--- src/rtl/wdog_pkg.sv ---
package wdog_pkg;
  // register byte offsets
  localparam logic [7:0] OFS_CTRL = 8'h00;
  localparam logic [7:0] OFS_CFG  = 8'h04;
  localparam logic [7:0] OFS_STAT = 8'h08;

  typedef enum logic [1:0] {
    SEL_NONE = 2'd0,
    SEL_CTRL = 2'd1,
    SEL_CFG  = 2'd2,
    SEL_STAT = 2'd3
  } reg_sel_e;
endpackage

--- src/rtl/wdog_prescaler.sv ---
module wdog_prescaler #(
  parameter int FIX_LOG2 = 12,
  parameter int TB_W     = 2
) (
  input  logic            clk_i,
  input  logic            rst_i,
  input  logic [TB_W-1:0] tb_i,
  output logic            tick_o
);
  localparam int TB_MAX = (1 << TB_W) - 1;
  localparam int PRE_W  = FIX_LOG2 + TB_MAX;
  localparam logic [TB_W-1:0] TB_TOP = '1;

  logic [PRE_W-1:0] pre_q;
  logic [PRE_W-1:0] mask;
  logic [TB_W-1:0]  shift;

  // free-running divider, never cleared by a refresh
  always_ff @(posedge clk_i) begin
    if (rst_i) pre_q <= '0;
    else       pre_q <= pre_q + 1'b1;
  end

  always_comb begin
    shift  = TB_TOP - tb_i;
    mask   = {PRE_W{1'b1}} >> shift;
    tick_o = &(pre_q | ~mask);
  end
endmodule

--- src/rtl/wdog_counter.sv ---
module wdog_counter #(
  parameter int CNT_W = 7
) (
  input  logic             clk_i,
  input  logic             rst_i,
  input  logic             tick_i,
  input  logic             load_i,
  input  logic [CNT_W-1:0] load_val_i,
  output logic [CNT_W-1:0] cnt_o
);
  logic [CNT_W-1:0] cnt_q;

  always_ff @(posedge clk_i) begin
    if (rst_i)       cnt_q <= '1;
    else if (load_i) cnt_q <= load_val_i;
    else if (tick_i) cnt_q <= cnt_q - 1'b1;
  end

  assign cnt_o = cnt_q;
endmodule

--- src/rtl/wdog_regs.sv ---
module wdog_regs
  import wdog_pkg::*;
#(
  parameter int CNT_W  = 7,
  parameter int TB_W   = 2,
  parameter int ADDR_W = 4,
  parameter int DATA_W = 32
) (
  input  logic              clk_i,
  input  logic              rst_i,
  input  logic              wr_en_i,
  input  logic [ADDR_W-1:0] addr_i,
  input  logic [DATA_W-1:0] wdata_i,
  input  logic              tick_i,
  input  logic [CNT_W-1:0]  cnt_i,
  output logic              en_o,
  output logic              ewi_o,
  output logic [TB_W-1:0]   tb_o,
  output logic [CNT_W-1:0]  win_o,
  output logic              flag_o,
  output logic              irq_o,
  output logic              wr_ctrl_o,
  output logic [DATA_W-1:0] rdata_o
);
  localparam int EN_BIT  = CNT_W;
  localparam int TB_LO   = CNT_W;
  localparam int EWI_BIT = CNT_W + TB_W;
  localparam logic [CNT_W-1:0] MARK    = {1'b1, {(CNT_W-1){1'b0}}};
  localparam logic [CNT_W-1:0] MARK_P1 = MARK + 1'b1;
  localparam logic [ADDR_W-1:0] A_CTRL = ADDR_W'(OFS_CTRL);
  localparam logic [ADDR_W-1:0] A_CFG  = ADDR_W'(OFS_CFG);
  localparam logic [ADDR_W-1:0] A_STAT = ADDR_W'(OFS_STAT);

  reg_sel_e          sel;
  logic              en_q, ewi_q, flag_q, irq_q;
  logic [TB_W-1:0]   tb_q;
  logic [CNT_W-1:0]  win_q;
  logic [DATA_W-1:0] rdata_q, rd_mux;
  logic              wr_ctrl, wr_cfg, wr_stat;
  logic              flag_set, flag_d, ewi_d;

  always_comb begin
    if (addr_i == A_CTRL)      sel = SEL_CTRL;
    else if (addr_i == A_CFG)  sel = SEL_CFG;
    else if (addr_i == A_STAT) sel = SEL_STAT;
    else                       sel = SEL_NONE;
  end

  assign wr_ctrl = wr_en_i && (sel == SEL_CTRL);
  assign wr_cfg  = wr_en_i && (sel == SEL_CFG);
  assign wr_stat = wr_en_i && (sel == SEL_STAT);

  // flag rises on the decrement into the halfway mark; a set beats a clear
  assign flag_set = tick_i && !wr_ctrl && (cnt_i == MARK_P1);
  assign flag_d   = flag_set || (flag_q && !(wr_stat && !wdata_i[0]));
  assign ewi_d    = ewi_q || (wr_cfg && wdata_i[EWI_BIT]);

  always_comb begin
    case (sel)
      SEL_CTRL: rd_mux = DATA_W'({en_q, cnt_i});
      SEL_CFG:  rd_mux = DATA_W'({ewi_q, tb_q, win_q});
      SEL_STAT: rd_mux = DATA_W'(flag_q);
      default:  rd_mux = '0;
    endcase
  end

  always_ff @(posedge clk_i) begin
    if (rst_i) begin
      en_q    <= 1'b0;
      ewi_q   <= 1'b0;
      tb_q    <= '0;
      win_q   <= '1;
      flag_q  <= 1'b0;
      irq_q   <= 1'b0;
      rdata_q <= '0;
    end else begin
      en_q <= en_q || (wr_ctrl && wdata_i[EN_BIT]);
      if (wr_cfg) begin
        tb_q  <= wdata_i[TB_LO +: TB_W];
        win_q <= wdata_i[CNT_W-1:0];
      end
      ewi_q   <= ewi_d;
      flag_q  <= flag_d;
      irq_q   <= ewi_d && flag_d;
      rdata_q <= rd_mux;
    end
  end

  assign en_o      = en_q;
  assign ewi_o     = ewi_q;
  assign tb_o      = tb_q;
  assign win_o     = win_q;
  assign flag_o    = flag_q;
  assign irq_o     = irq_q;
  assign wr_ctrl_o = wr_ctrl;
  assign rdata_o   = rdata_q;
endmodule

--- src/rtl/win_wdog_top.sv ---
module win_wdog_top #(
  parameter int FIX_LOG2 = 12,
  parameter int CNT_W    = 7,
  parameter int TB_W     = 2,
  parameter int ADDR_W   = 4,
  parameter int DATA_W   = 32
) (
  input  logic              clk_i,
  input  logic              rst_i,
  input  logic              wr_en_i,
  input  logic [ADDR_W-1:0] addr_i,
  input  logic [DATA_W-1:0] wdata_i,
  output logic [DATA_W-1:0] rdata_o,
  output logic              sys_rst_o,
  output logic              irq_o
);
  localparam logic [CNT_W-1:0] MARK = {1'b1, {(CNT_W-1){1'b0}}};

  logic             rst_int;
  logic             tick;
  logic [CNT_W-1:0] cnt_q;
  logic [CNT_W-1:0] win_q;
  logic [TB_W-1:0]  tb_q;
  logic             en_q, ewi_q, flag_q, wr_ctrl;
  logic             en_eff, win_bad, sw_rst, tmo, rst_req;
  logic             sys_rst_q;

  // the block resets itself on the cycle after its own pulse
  assign rst_int = rst_i || sys_rst_q;

  wdog_prescaler #(.FIX_LOG2(FIX_LOG2), .TB_W(TB_W)) u_pre (
    .clk_i (clk_i),
    .rst_i (rst_int),
    .tb_i  (tb_q),
    .tick_o(tick)
  );

  wdog_counter #(.CNT_W(CNT_W)) u_cnt (
    .clk_i     (clk_i),
    .rst_i     (rst_int),
    .tick_i    (tick),
    .load_i    (wr_ctrl),
    .load_val_i(wdata_i[CNT_W-1:0]),
    .cnt_o     (cnt_q)
  );

  wdog_regs #(.CNT_W(CNT_W), .TB_W(TB_W), .ADDR_W(ADDR_W), .DATA_W(DATA_W)) u_regs (
    .clk_i    (clk_i),
    .rst_i    (rst_int),
    .wr_en_i  (wr_en_i),
    .addr_i   (addr_i),
    .wdata_i  (wdata_i),
    .tick_i   (tick),
    .cnt_i    (cnt_q),
    .en_o     (en_q),
    .ewi_o    (ewi_q),
    .tb_o     (tb_q),
    .win_o    (win_q),
    .flag_o   (flag_q),
    .irq_o    (irq_o),
    .wr_ctrl_o(wr_ctrl),
    .rdata_o  (rdata_o)
  );

  // a write that arms the block is judged as armed
  always_comb begin
    en_eff  = en_q || wdata_i[CNT_W];
    win_bad = wr_ctrl && en_eff && (cnt_q > win_q);
    sw_rst  = wr_ctrl && en_eff && !wdata_i[CNT_W-1];
    tmo     = en_q && tick && !wr_ctrl && (cnt_q == MARK);
    rst_req = win_bad || sw_rst || tmo;
  end

  always_ff @(posedge clk_i) begin
    if (rst_int) sys_rst_q <= 1'b0;
    else         sys_rst_q <= rst_req;
  end

  assign sys_rst_o = sys_rst_q;
endmodule

--- config.mk ---
export PLATFORM = sky130hd
export DESIGN_NAME = win_wdog_top
export DESIGN_NICKNAME = d
export VERILOG_FILES = /design/src/rtl/wdog_pkg.sv /design/src/rtl/wdog_prescaler.sv /design/src/rtl/wdog_counter.sv /design/src/rtl/wdog_regs.sv /design/src/rtl/win_wdog_top.sv
export SDC_FILE = /design/constraint.sdc
export NUM_CORES = 1
export LEC_CHECK = 0
export ABC_AREA = 1
export BUFFER_PORTS_ARGS = -buffer_cell sky130_fd_sc_hd__buf_2
export CORE_UTILIZATION = 45
export DETAILED_ROUTE_END_ITERATION = 12
export PLACE_DENSITY = 0.74
export SETUP_SLACK_MARGIN = 0.4
export SYNTH_ARGS = -nofsm -noshare
export SYNTH_HDL_FRONTEND = slang
export SYNTH_SLANG_ARGS = --single-unit
--- constraint.sdc ---
create_clock -name clk_i -period 1.5 [get_ports clk_i]
set_input_delay 0.3 -clock clk_i [delete_from_list [all_inputs] [get_ports clk_i]]
set_output_delay 0.3 -clock clk_i [all_outputs]
set_load 0.1 [all_outputs]
==> results.yml, run 1 <==
run_status:
  status: "completed"
cells_and_area:
  num-nets-final: 430
  multi_input_area_sq_um: 1500
  syn2layout_area_growth_pct: 38.6
  n_antenna_cell: 0
  drive_gt1_share_pct: 42.3
  fillers: 415
  finalNonFillerCells: 451
  area.sequential_sq_um: 967
synthesis:
  seq_area_frac_synth_pct: 38.0
  syn-cell-area_sq_um: 2420
  syn_area_per_cell_sq_um: 7.45
  ys_types: 32
  yosysWarnings: 0
  syn_inst: 325
  synth-seq-cells: 46
clock_network:
  cts_buffer_depth: 2
  worstSkewPairLatency_ns: 0.30
  clk_pin_slew_ns: 0.09
  cts.sinks: 46
  cts.htree.levels: 2
  cts_tree: "yes"
  cts_root_buffer: "clkbuf_8"
  cts_inserted_buffers: 5
  hold_buffers: 0
sta:
  rsz0062_at_grt: "true"
  final.setup.worst_slack_ns: 0.126
  hold_viol_final: 0
  setup_violations: 0
  skew_ns: 0.00798
  setup-tns-final_ns: 0
  fin_crit_ns: 1.37
  post-route-period-util_pct: 91.6
  holdWs_ns: 0.236
  fmax_ghz: 0.728
  slew_viol_final: 0
power_and_ir_drop:
  power.density_nw_per_um2: 784
  swShare_pct: 32.4
  power.internal_uw: 1780
  power_frac_comb_pct: 19.1
  switching_power_uw: 851
  clockPowerShare_pct: 33.0
  p_total_uw: 2630
  seq_power_share_pct: 47.9
  ir_drop_v: 0.000369
  leakagePower_uw: 0.00147
setup_path:
  critical_path_required_ns: 1.68
  crit_type: "reg2reg"
  rr_worst_depth: 8
  critPathArrivalTime_ns: 1.56
  critPathLaunchType: "flop"
  critPathCaptureType: "flop"
  crit_path_max_fanout: 7
drt:
  vias: 2269
  drt-total-wl_mm: 6.11
  routedWlPerCell_microns: 13.5
  first_iter_violations: 140
  dr.pass1.iters: 4
  avgViaCountPerCell: 5.03
  remaining_drc_errors: 0
  ant_nets: 0
hold_path:
  min_path_cells: 3
  hold_class: "in2reg"
floorplanning:
  die_area_sq_um: 5680
  die_y_microns: 75.4
  coreArea_sq_um: 5140
  die_w_microns: 75.4
  placementRows: 26
  ios: 73
  start_util_pct: 47.1
placed_design:
  pre_cts_ws_ns: 0.0867
  dp_hpwl_mm: 3.65
  dpl.cell_count: 423
  io_buffers: 28
  gp_congestion: 0.836
grt:
  grt_max_degree: 20
  grt_pass1_wl_mm: 9.16
  grt.total_usage_pct: 21.4
  antenna_found_initial: 0
  grt-ovfl-total: 0
  grt_pass1_vias: 2087
flow_run:
  maxCapViolations: 0
worst paths after layout:
check | startpoint | to | slack (ns)
hold / removal | wdata_i[4] | u_regs.win_o[4] | 0.24
setup reg to reg | u_pre.pre_q[1] | u_cnt.cnt_o[1] | 0.13
setup / recovery | u_pre.pre_q[1] | u_cnt.cnt_o[1] | 0.13
hold reg to reg | u_regs.ewi_o | u_regs.rdata_o[9] | 0.46
cell type report:
type,instances,area share (%)
sequential,46,28.8
inverter,41,4.88
timing repair buffer,54,16.0
clock buffer,7,2.91
multi-input combinational,232,44.6
tap,70,2.61
clock inverter,1,0.224
layout by cell type, fill, tap and decap left out, types with 9 or more instances in the layout:
| master | n |
|---|---|
| buf_2 | 16 |
| a21oi_1 | 20 |
| inv_1 | 27 |
| inv_2 | 9 |
| a21oi_2 | 10 |
| dfxtp_1 | 17 |
| buf_4 | 23 |
| nand2_1 | 59 |
| buf_12 | 13 |
| dfxtp_2 | 25 |
| conb_1 | 22 |
| nand2_2 | 11 |
| nand3_2 | 13 |
| nor2_1 | 20 |
| nand3_1 | 12 |
Yosys cell counts (all sizes together):
cell    number  area (sq um)
nand2       73           297
inv         39           149
xor2         3          26.3
a21oi       30           150
buf         27           194
o211ai       8          60.1
xnor2        3          26.3
a211oi       1          7.51
clkinv       2          7.51
o21a         2          15.0
nor3         4          20.0
and3         1          6.26
nand3       27           140
nor2        30           155
or2          1          6.26
ha          11           138
nand3b       1          7.51
o21ai       11          55.1
conb         1          3.75
dfxtp       46           921
nand4        4          37.5
power groups by stage:
stage	Combinational, uW	Clock (uW)	Sequential (uW)
3_5_place_dp	432	0	1290
5_1_grt	534	928	1260
6_report	503	868	1260
4_1_cts	465	885	1260
3_3_place_gp	428	0	1290
2_1_floorplan	399	0	1300
per-stage QoR:
step                cell area, sq um  util, %
floorplan                       2650        -
global placement                2710     52.8
detailed placement              2710     52.8
CTS                             3160     61.4
global route                    3360     65.3
finish                          3360     65.3
flip-flops by register name (all words and copies together), names as in the netlist:
register	flops
sys_rst_o	1
u_cnt.cnt_o	7
u_pre.pre_q	15
u_regs.en_o	1
u_regs.ewi_o	1
u_regs.flag_o	1
u_regs.irq_o	1
u_regs.rdata_o	10
u_regs.tb_o	2
u_regs.win_o	7
critical path, cell delays in order (launching register included):
cell and delay, ns:
dfxtp_2 0.37, ha_4 0.17, nand3_4 0.07, nor2_4 0.11, nand2_2 0.07, nor2_4 0.15
nand2_4 0.13, nand3_2 0.10, nand3_2 0.08
cells by family after synthesis:
logic type	after synthesis	share of synthesized area (%)
compound gates	52	11.9
other cells	1	0.155
simple gates	141	27.6
flops	46	38.0
xor+xnor	6	2.17
buf+inv	68	14.5
fa+ha+maj	11	5.68
repair_timing:
| action | CTS | global route |
|---|---|---|
| gates resized for setup | 68 | 36 |
| gates cloned | 0 | 0 |
| hold endpoints to repair | 0 | 0 |
| endpoints found under the setup margin | 41 | 48 |
| buffers inserted | 13 | 7 |
| pin swaps | 22 | 24 |
layer usage:
| metal | global-route usage (%) | vias to the layer above | part of all wire [%] |
|---|---|---|---|
| met5 | 0 | - | 0 |
| met4 | 9.05 | 0 | 2.1 |
| met3 | 2.65 | 13 | 4.5 |
| met2 | 38.9 | 86 | 52 |
| met1 | 25.5 | 1050 | 42 |
| li1 | - | 1120 | - |
No activity file was read; power rests on OpenSTA's default activity.
==> run 2, diff against run 1 <==
--- a/config.mk
+++ b/config.mk
@@ -10,7 +10,6 @@
 export CORE_UTILIZATION = 45
 export DETAILED_ROUTE_END_ITERATION = 12
 export PLACE_DENSITY = 0.74
-export SETUP_SLACK_MARGIN = 0.4
 export SYNTH_ARGS = -nofsm -noshare
 export SYNTH_HDL_FRONTEND = slang
 export SYNTH_SLANG_ARGS = --single-unit
==> run 2 against run 1 <==
Compared with the run above:
- setup slack worse by 0.044 ns
- clock-buffer cell count fell by 1
- cell area down 16%
- critical path type unchanged
- sequential cell count unchanged
- critical endpoint is now sys_rst_o
- largest power group unchanged
- combinational power fell by 11%
- via count shrank 6.8%
==> results.yml, run 2 (synthesis gave the netlist of run 1 again) <==
run_status:
  status: "completed"
sta:
  fmax_ghz: 0.705
  fin_crit_ns: 1.42
  maxSlewHeadroom_pct: 55.7
  skew_ns: 0.00533
  post-route-period-util_pct: 94.6
  hold_viol_final: 0
  slew_viol_final: 0
  setup_violations: 0
  worst_pin_slew_ns: 0.661
drt:
  first_iter_violations: 142
  avgViaCountPerCell: 4.83
  ant_nets: 0
  remaining_drc_errors: 0
  drt-total-wl_mm: 5.21
  dr.pass1.iters: 4
  routedWlPerCell_microns: 11.9
  vias: 2114
setup_path:
  rr_worst_depth: 10
  crit_type: "reg2reg"
  crit_buf_inv: 2
  crit_path_max_fanout: 2
  crit_family: "simple AND/OR/NAND/NOR gates"
  critPathCaptureType: "flop"
  critPathArrivalTime_ns: 1.60
  path_depth: 10
  regToRegEndpoint: "sys_rst_o"
  critPathLaunchType: "flop"
  r2r_start: "u_regs.win_o[5]"
  r2r_setup_slack_ns: 0.08
  slowest_stage: "dfxtp_2"
  critPathMaxStageDelay_ns: 0.33
  crit_chain: "inv_1, ha_1, nand2_2, inv_1, a21oi_2, nand2_1, nand3_1, nand2_1, nor2_1, nor2_1"
  critical_path_required_ns: 1.68
clock_network:
  clk_pin_slew_ns: 0.08
  cts.htree.levels: 2
  cts_tree: "yes"
  cts_root_buffer: "clkbuf_8"
  worstSkewPairLatency_ns: 0.30
  cts_inserted_buffers: 5
  cts_buffer_depth: 2
  hold_buffers: 0
  cts.sinks: 46
  cts_setup_buffers: 0
hold_path:
  min_path_cells: 3
  worstHoldEndpoint: "u_regs.win_o[5]"
  hp-start: "wdata_i[5]"
  hold_class: "in2reg"
cells_and_area:
  final_common_cell: "nand2_1"
  largest_reg_flops: 15
  final_util_pct: 54.8
  finalNonFillerCells: 438
  drive_gt1_share_pct: 22.3
  layout_common_cells: "nand2_1, dfxtp_1, inv_1"
  num-nets-final: 418
  n_antenna_cell: 0
  syn2layout_area_growth_pct: 16.4
  largest-register: "u_pre.pre_q"
floorplanning:
  start_util_pct: 47.1
  coreArea_sq_um: 5140
  ios: 73
  die_y_microns: 75.4
  placementRows: 26
  die_area_sq_um: 5680
  die_w_microns: 75.4
grt:
  antenna_found_initial: 0
  grt.total_usage_pct: 19.7
  grt_pass1_wl_mm: 8.40
  grt-ovfl-total: 0
  grt_pass1_vias: 1895
  grt_max_degree: 22
power_and_ir_drop:
  leakagePower_uw: 0.00133
  switching_power_uw: 788
  power.density_nw_per_um2: 936
  power_frac_comb_pct: 16.9
  ir_drop_v: 0.000608
  p_total_uw: 2640
  swShare_pct: 29.9
  power.internal_uw: 1850
  seq_power_share_pct: 47.6
  clockPowerShare_pct: 35.6
placed_design:
  dpl.cell_count: 431
  gp_congestion: 0.859
  io_buffers: 28
  dp_hpwl_mm: 3.82
flow_run:
  maxCapViolations: 0
run 2: power groups by stage:
stage | sequential (uW) | clock [uW] | combinational (uW)
global route | 1260 | 1000 | 477
global placement | 1280 | 0 | 431
CTS | 1250 | 949 | 436
finish | 1250 | 938 | 446
floorplan | 1300 | 0 | 386
detailed placement | 1280 | 0 | 435
run 2: through the flow:
stage / hold WS, ns / setup slack, ns / setup TNS [ns] / instance area [sq um]
after CTS: 0.245 / 0.0116 / 0 / 2770
after global placement: 0.431 / 0.0692 / 0 / 2650
after detailed placement: 0.437 / 0.0198 / 0 / 2650
after floorplan: 0.413 / 0.0771 / 0 / 2500
after global routing: 0.257 / -0.0143 / -0.0267 / 2820
final: 0.250 / 0.0816 / 0 / 2820
run 2: routing by layer:
metal | up-vias | global-route usage (%) | share of wire (%)
met4 | 0 | 7.20 | 2.0
met1 | 931 | 24.9 | 43
met5 | - | 0 | 0
met3 | 9 | 3.44 | 7.0
li1 | 1092 | - | -
met2 | 82 | 33.7 | 48
run 2: worst max-delay path by stage:
stage / startpoint / to / slack, ns
2_1_floorplan: sys_rst_o / u_pre.pre_q[5] / 0.08
3_3_place_gp: u_pre.pre_q[0] / u_cnt.cnt_o[6] / 0.07
3_5_place_dp: u_regs.win_o[6] / sys_rst_o / 0.02
4_1_cts: u_regs.win_o[5] / sys_rst_o / 0.01
5_1_grt: u_regs.win_o[5] / sys_rst_o / -0.01
6_report: u_regs.win_o[5] / sys_rst_o / 0.08
run 2: worst reg2reg max path: cells and delay by family, from the launching register on:
family | cells | cell delay, ns
flops | 1 | 0.33
compound gates | 1 | 0.13
fa+ha+maj | 1 | 0.28
simple gates | 6 | 0.45
buf+inv | 2 | 0.11
run 2: final cells by class:
cell class              instances  area, sq um
clock buffers                   6         82.6
clock inverters                 1         30.0
fillers                       483         2320
inverters                      41          156
multi-input cells             232         1280
flip-flops and latches         46          927
well taps                      70         87.6
repair buffers                 42          258
run 2: repair_timing:
action,4_1_cts,5_1_grt
setup endpoints to repair,0,11
hold endpoints to repair,0,0
resized for setup,0,12
==> run 3, diff against run 2 <==
--- a/config.mk
+++ b/config.mk
@@ -9,7 +9,7 @@
 export BUFFER_PORTS_ARGS = -buffer_cell sky130_fd_sc_hd__buf_2
 export CORE_UTILIZATION = 45
 export DETAILED_ROUTE_END_ITERATION = 12
-export PLACE_DENSITY = 0.74
+export PLACE_DENSITY = 0.77
 export SYNTH_ARGS = -nofsm -noshare
 export SYNTH_HDL_FRONTEND = slang
 export SYNTH_SLANG_ARGS = --single-unit
==> constraint.sdc (replaced) <==
create_clock -name clk_i -period 1.2 [get_ports clk_i]
set_input_delay 0.24 -clock clk_i [delete_from_list [all_inputs] [get_ports clk_i]]
set_output_delay 0.24 -clock clk_i [all_outputs]
set_load 0.1 [all_outputs]
==> run 3 against run 2 <==
Compared with the run above:
- the run now ends with setup timing left
- cell count grew 7.8%
- critical path type unchanged
- routed wire length grew 18%
- first-iteration DRC count decreased by 26%
- sequential power grew 26%
- utilization increased by 12 points
- register-to-register slack got worse by 0.26 ns
- setup slack worse by 0.26 ns
- largest cell class unchanged
- critical endpoint is now u_cnt.cnt_o[3]
- global-route usage grew 3.0 points
- cell area rose by 23%
- clock power rose by 24%
- clock skew down 0.0012 ns
==> results.yml, run 3 (synthesis gave the netlist of run 1 again) <==
floorplanning:
  die_y_microns: 75.4
  die_w_microns: 75.4
  die_area_sq_um: 5680
  placementRows: 26
  start_util_pct: 47.1
  coreArea_sq_um: 5140
  ios: 73
power_and_ir_drop:
  p_total_uw: 3360
  power.density_nw_per_um2: 973
  ir_drop_v: 0.000495
  leakagePower_uw: 0.00160
setup_path:
  crit_path_max_fanout: 7
  r2r_setup_slack_ns: -0.18
  slowest_stage: "dfxtp_2"
  crit_chain: "ha_4, nand3_2, nor2_4, nand2_2, nor2_4, nand2_4, nand3_2, nand3_1"
  critPathCaptureType: "flop"
  critPathLaunchType: "flop"
  critPathMaxStageDelay_ns: 0.37
  critical_path_required_ns: 1.39
  critPathArrivalTime_ns: 1.57
  crit_type: "reg2reg"
drt:
  dr.pass1.iters: 4
  vias: 2348
  first_iter_violations: 105
  remaining_drc_errors: 0
  avgViaCountPerCell: 4.97
  drt-total-wl_mm: 6.13
  routedWlPerCell_microns: 13.0
  ant_nets: 0
sta:
  rsz0062_at_grt: "true"
  final.setup.worst_slack_ns: -0.182
  skew_ns: 0.00417
  hold_viol_final: 0
  maxSlewHeadroom_pct: 64.8
  post-route-period-util_pct: 115
  fin_crit_ns: 1.38
  setup_violations: 17
  worst_pin_slew_ns: 0.526
  slew_viol_final: 0
  fmax_ghz: 0.724
  setup-tns-final_ns: -1.93
run_status:
  status: "finished with violations"
  violations: "setup timing"
cells_and_area:
  largest_reg_flops: 15
  drive_gt1_share_pct: 41.0
  layout_common_cells: "nand2_1, buf_4, dfxtp_1"
  final_common_cell: "nand2_1"
  num-nets-final: 451
  final_util_pct: 67.3
  finalNonFillerCells: 472
  syn2layout_area_growth_pct: 42.8
  n_antenna_cell: 0
  largest-register: "u_pre.pre_q"
placed_design:
  gp_congestion: 0.875
  dp_hpwl_mm: 4.31
  dpl.cell_count: 462
  io_buffers: 28
grt:
  grt.total_usage_pct: 22.7
  grt_pass1_wl_mm: 9.63
  grt-ovfl-total: 0
  grt_max_degree: 20
  antenna_found_initial: 0
  grt_pass1_vias: 2142
clock_network:
  cts_tree: "yes"
  hold_buffers: 0
  cts.htree.levels: 2
  cts_root_buffer: "clkbuf_8"
  cts_buffer_depth: 2
  worstSkewPairLatency_ns: 0.30
  clk_pin_slew_ns: 0.09
  cts_inserted_buffers: 5
  cts.sinks: 46
flow_run:
  maxCapViolations: 0
hold_path:
  hold_class: "in2reg"
## run 3: cell count changes in the layout (fill, tap and decap cells not counted), moves of 11 or more
cell	previous run	this run
buf_2	28	16
nand3_2	1	13
buf_12	1	13
buf_4	13	45
nand3_1	26	14
dfxtp_1	41	30
## run 3: worst max-delay path, delay by kind of cell, from the launching register on
kind | cells | cell delay (ns)
AND/OR/NAND/NOR | 7 | 0.74
flip-flops | 1 | 0.37
adder cells (fa/ha/maj) | 1 | 0.16
## run 3: what timing repair did
| action | in CTS | in global routing |
|---|---|---|
| setup buffers | 1 | 1 |
| setup endpoints to repair | 18 | 28 |
| pin swaps | 10 | 11 |
| gates resized for setup | 21 | 27 |
| cloned | 0 | 0 |
## run 3: where the power goes
| part | total, uW | switching [uW] | internal (uW) |
|---|---|---|---|
| clock network | 1160 | 533 | 624 |
| registers | 1570 | 23.8 | 1550 |
| logic | 634 | 489 | 146 |
## run 3: layout make-up
cell class | instances | area [sq um]
clock buffers | 7 | 76.3
clock inverters | 1 | 30.0
fillers | 396 | 1680
inverters | 41 | 159
multi-input cells | 232 | 1470
flip-flops and latches | 46 | 946
well taps | 70 | 87.6
repair buffers | 75 | 689
## run 3: final timing paths
path                       start                 to  cells past startpoint
setup / recovery  u_pre.pre_q[1]     u_cnt.cnt_o[3]                      8
hold / removal        wdata_i[0]    u_regs.win_o[0]                      3
setup reg to reg  u_pre.pre_q[1]     u_cnt.cnt_o[3]                      8
hold reg to reg     u_regs.ewi_o  u_regs.rdata_o[9]                      2
## run 3: metrics by stage
step,setup WS [ns],instance area (sq um),hold WS [ns]
after floorplan,-0.0548,2620,0.353
after CTS,-0.151,3370,0.193
final,-0.182,3460,0.200
after detailed placement,-0.163,3180,0.430
after global placement,-0.145,3180,0.434
after global routing,-0.255,3460,0.190
## run 3: layer usage
| metal | routed length [microns] | up-vias | track usage, % |
|---|---|---|---|
| li1 | - | 1156 | - |
| met1 | 2440 | 1082 | 25.1 |
| met2 | 3120 | 83 | 40.7 |
| met3 | 311 | 27 | 5.16 |
| met4 | 256 | 0 | 11.7 |
| met5 | 0 | - | 0 |
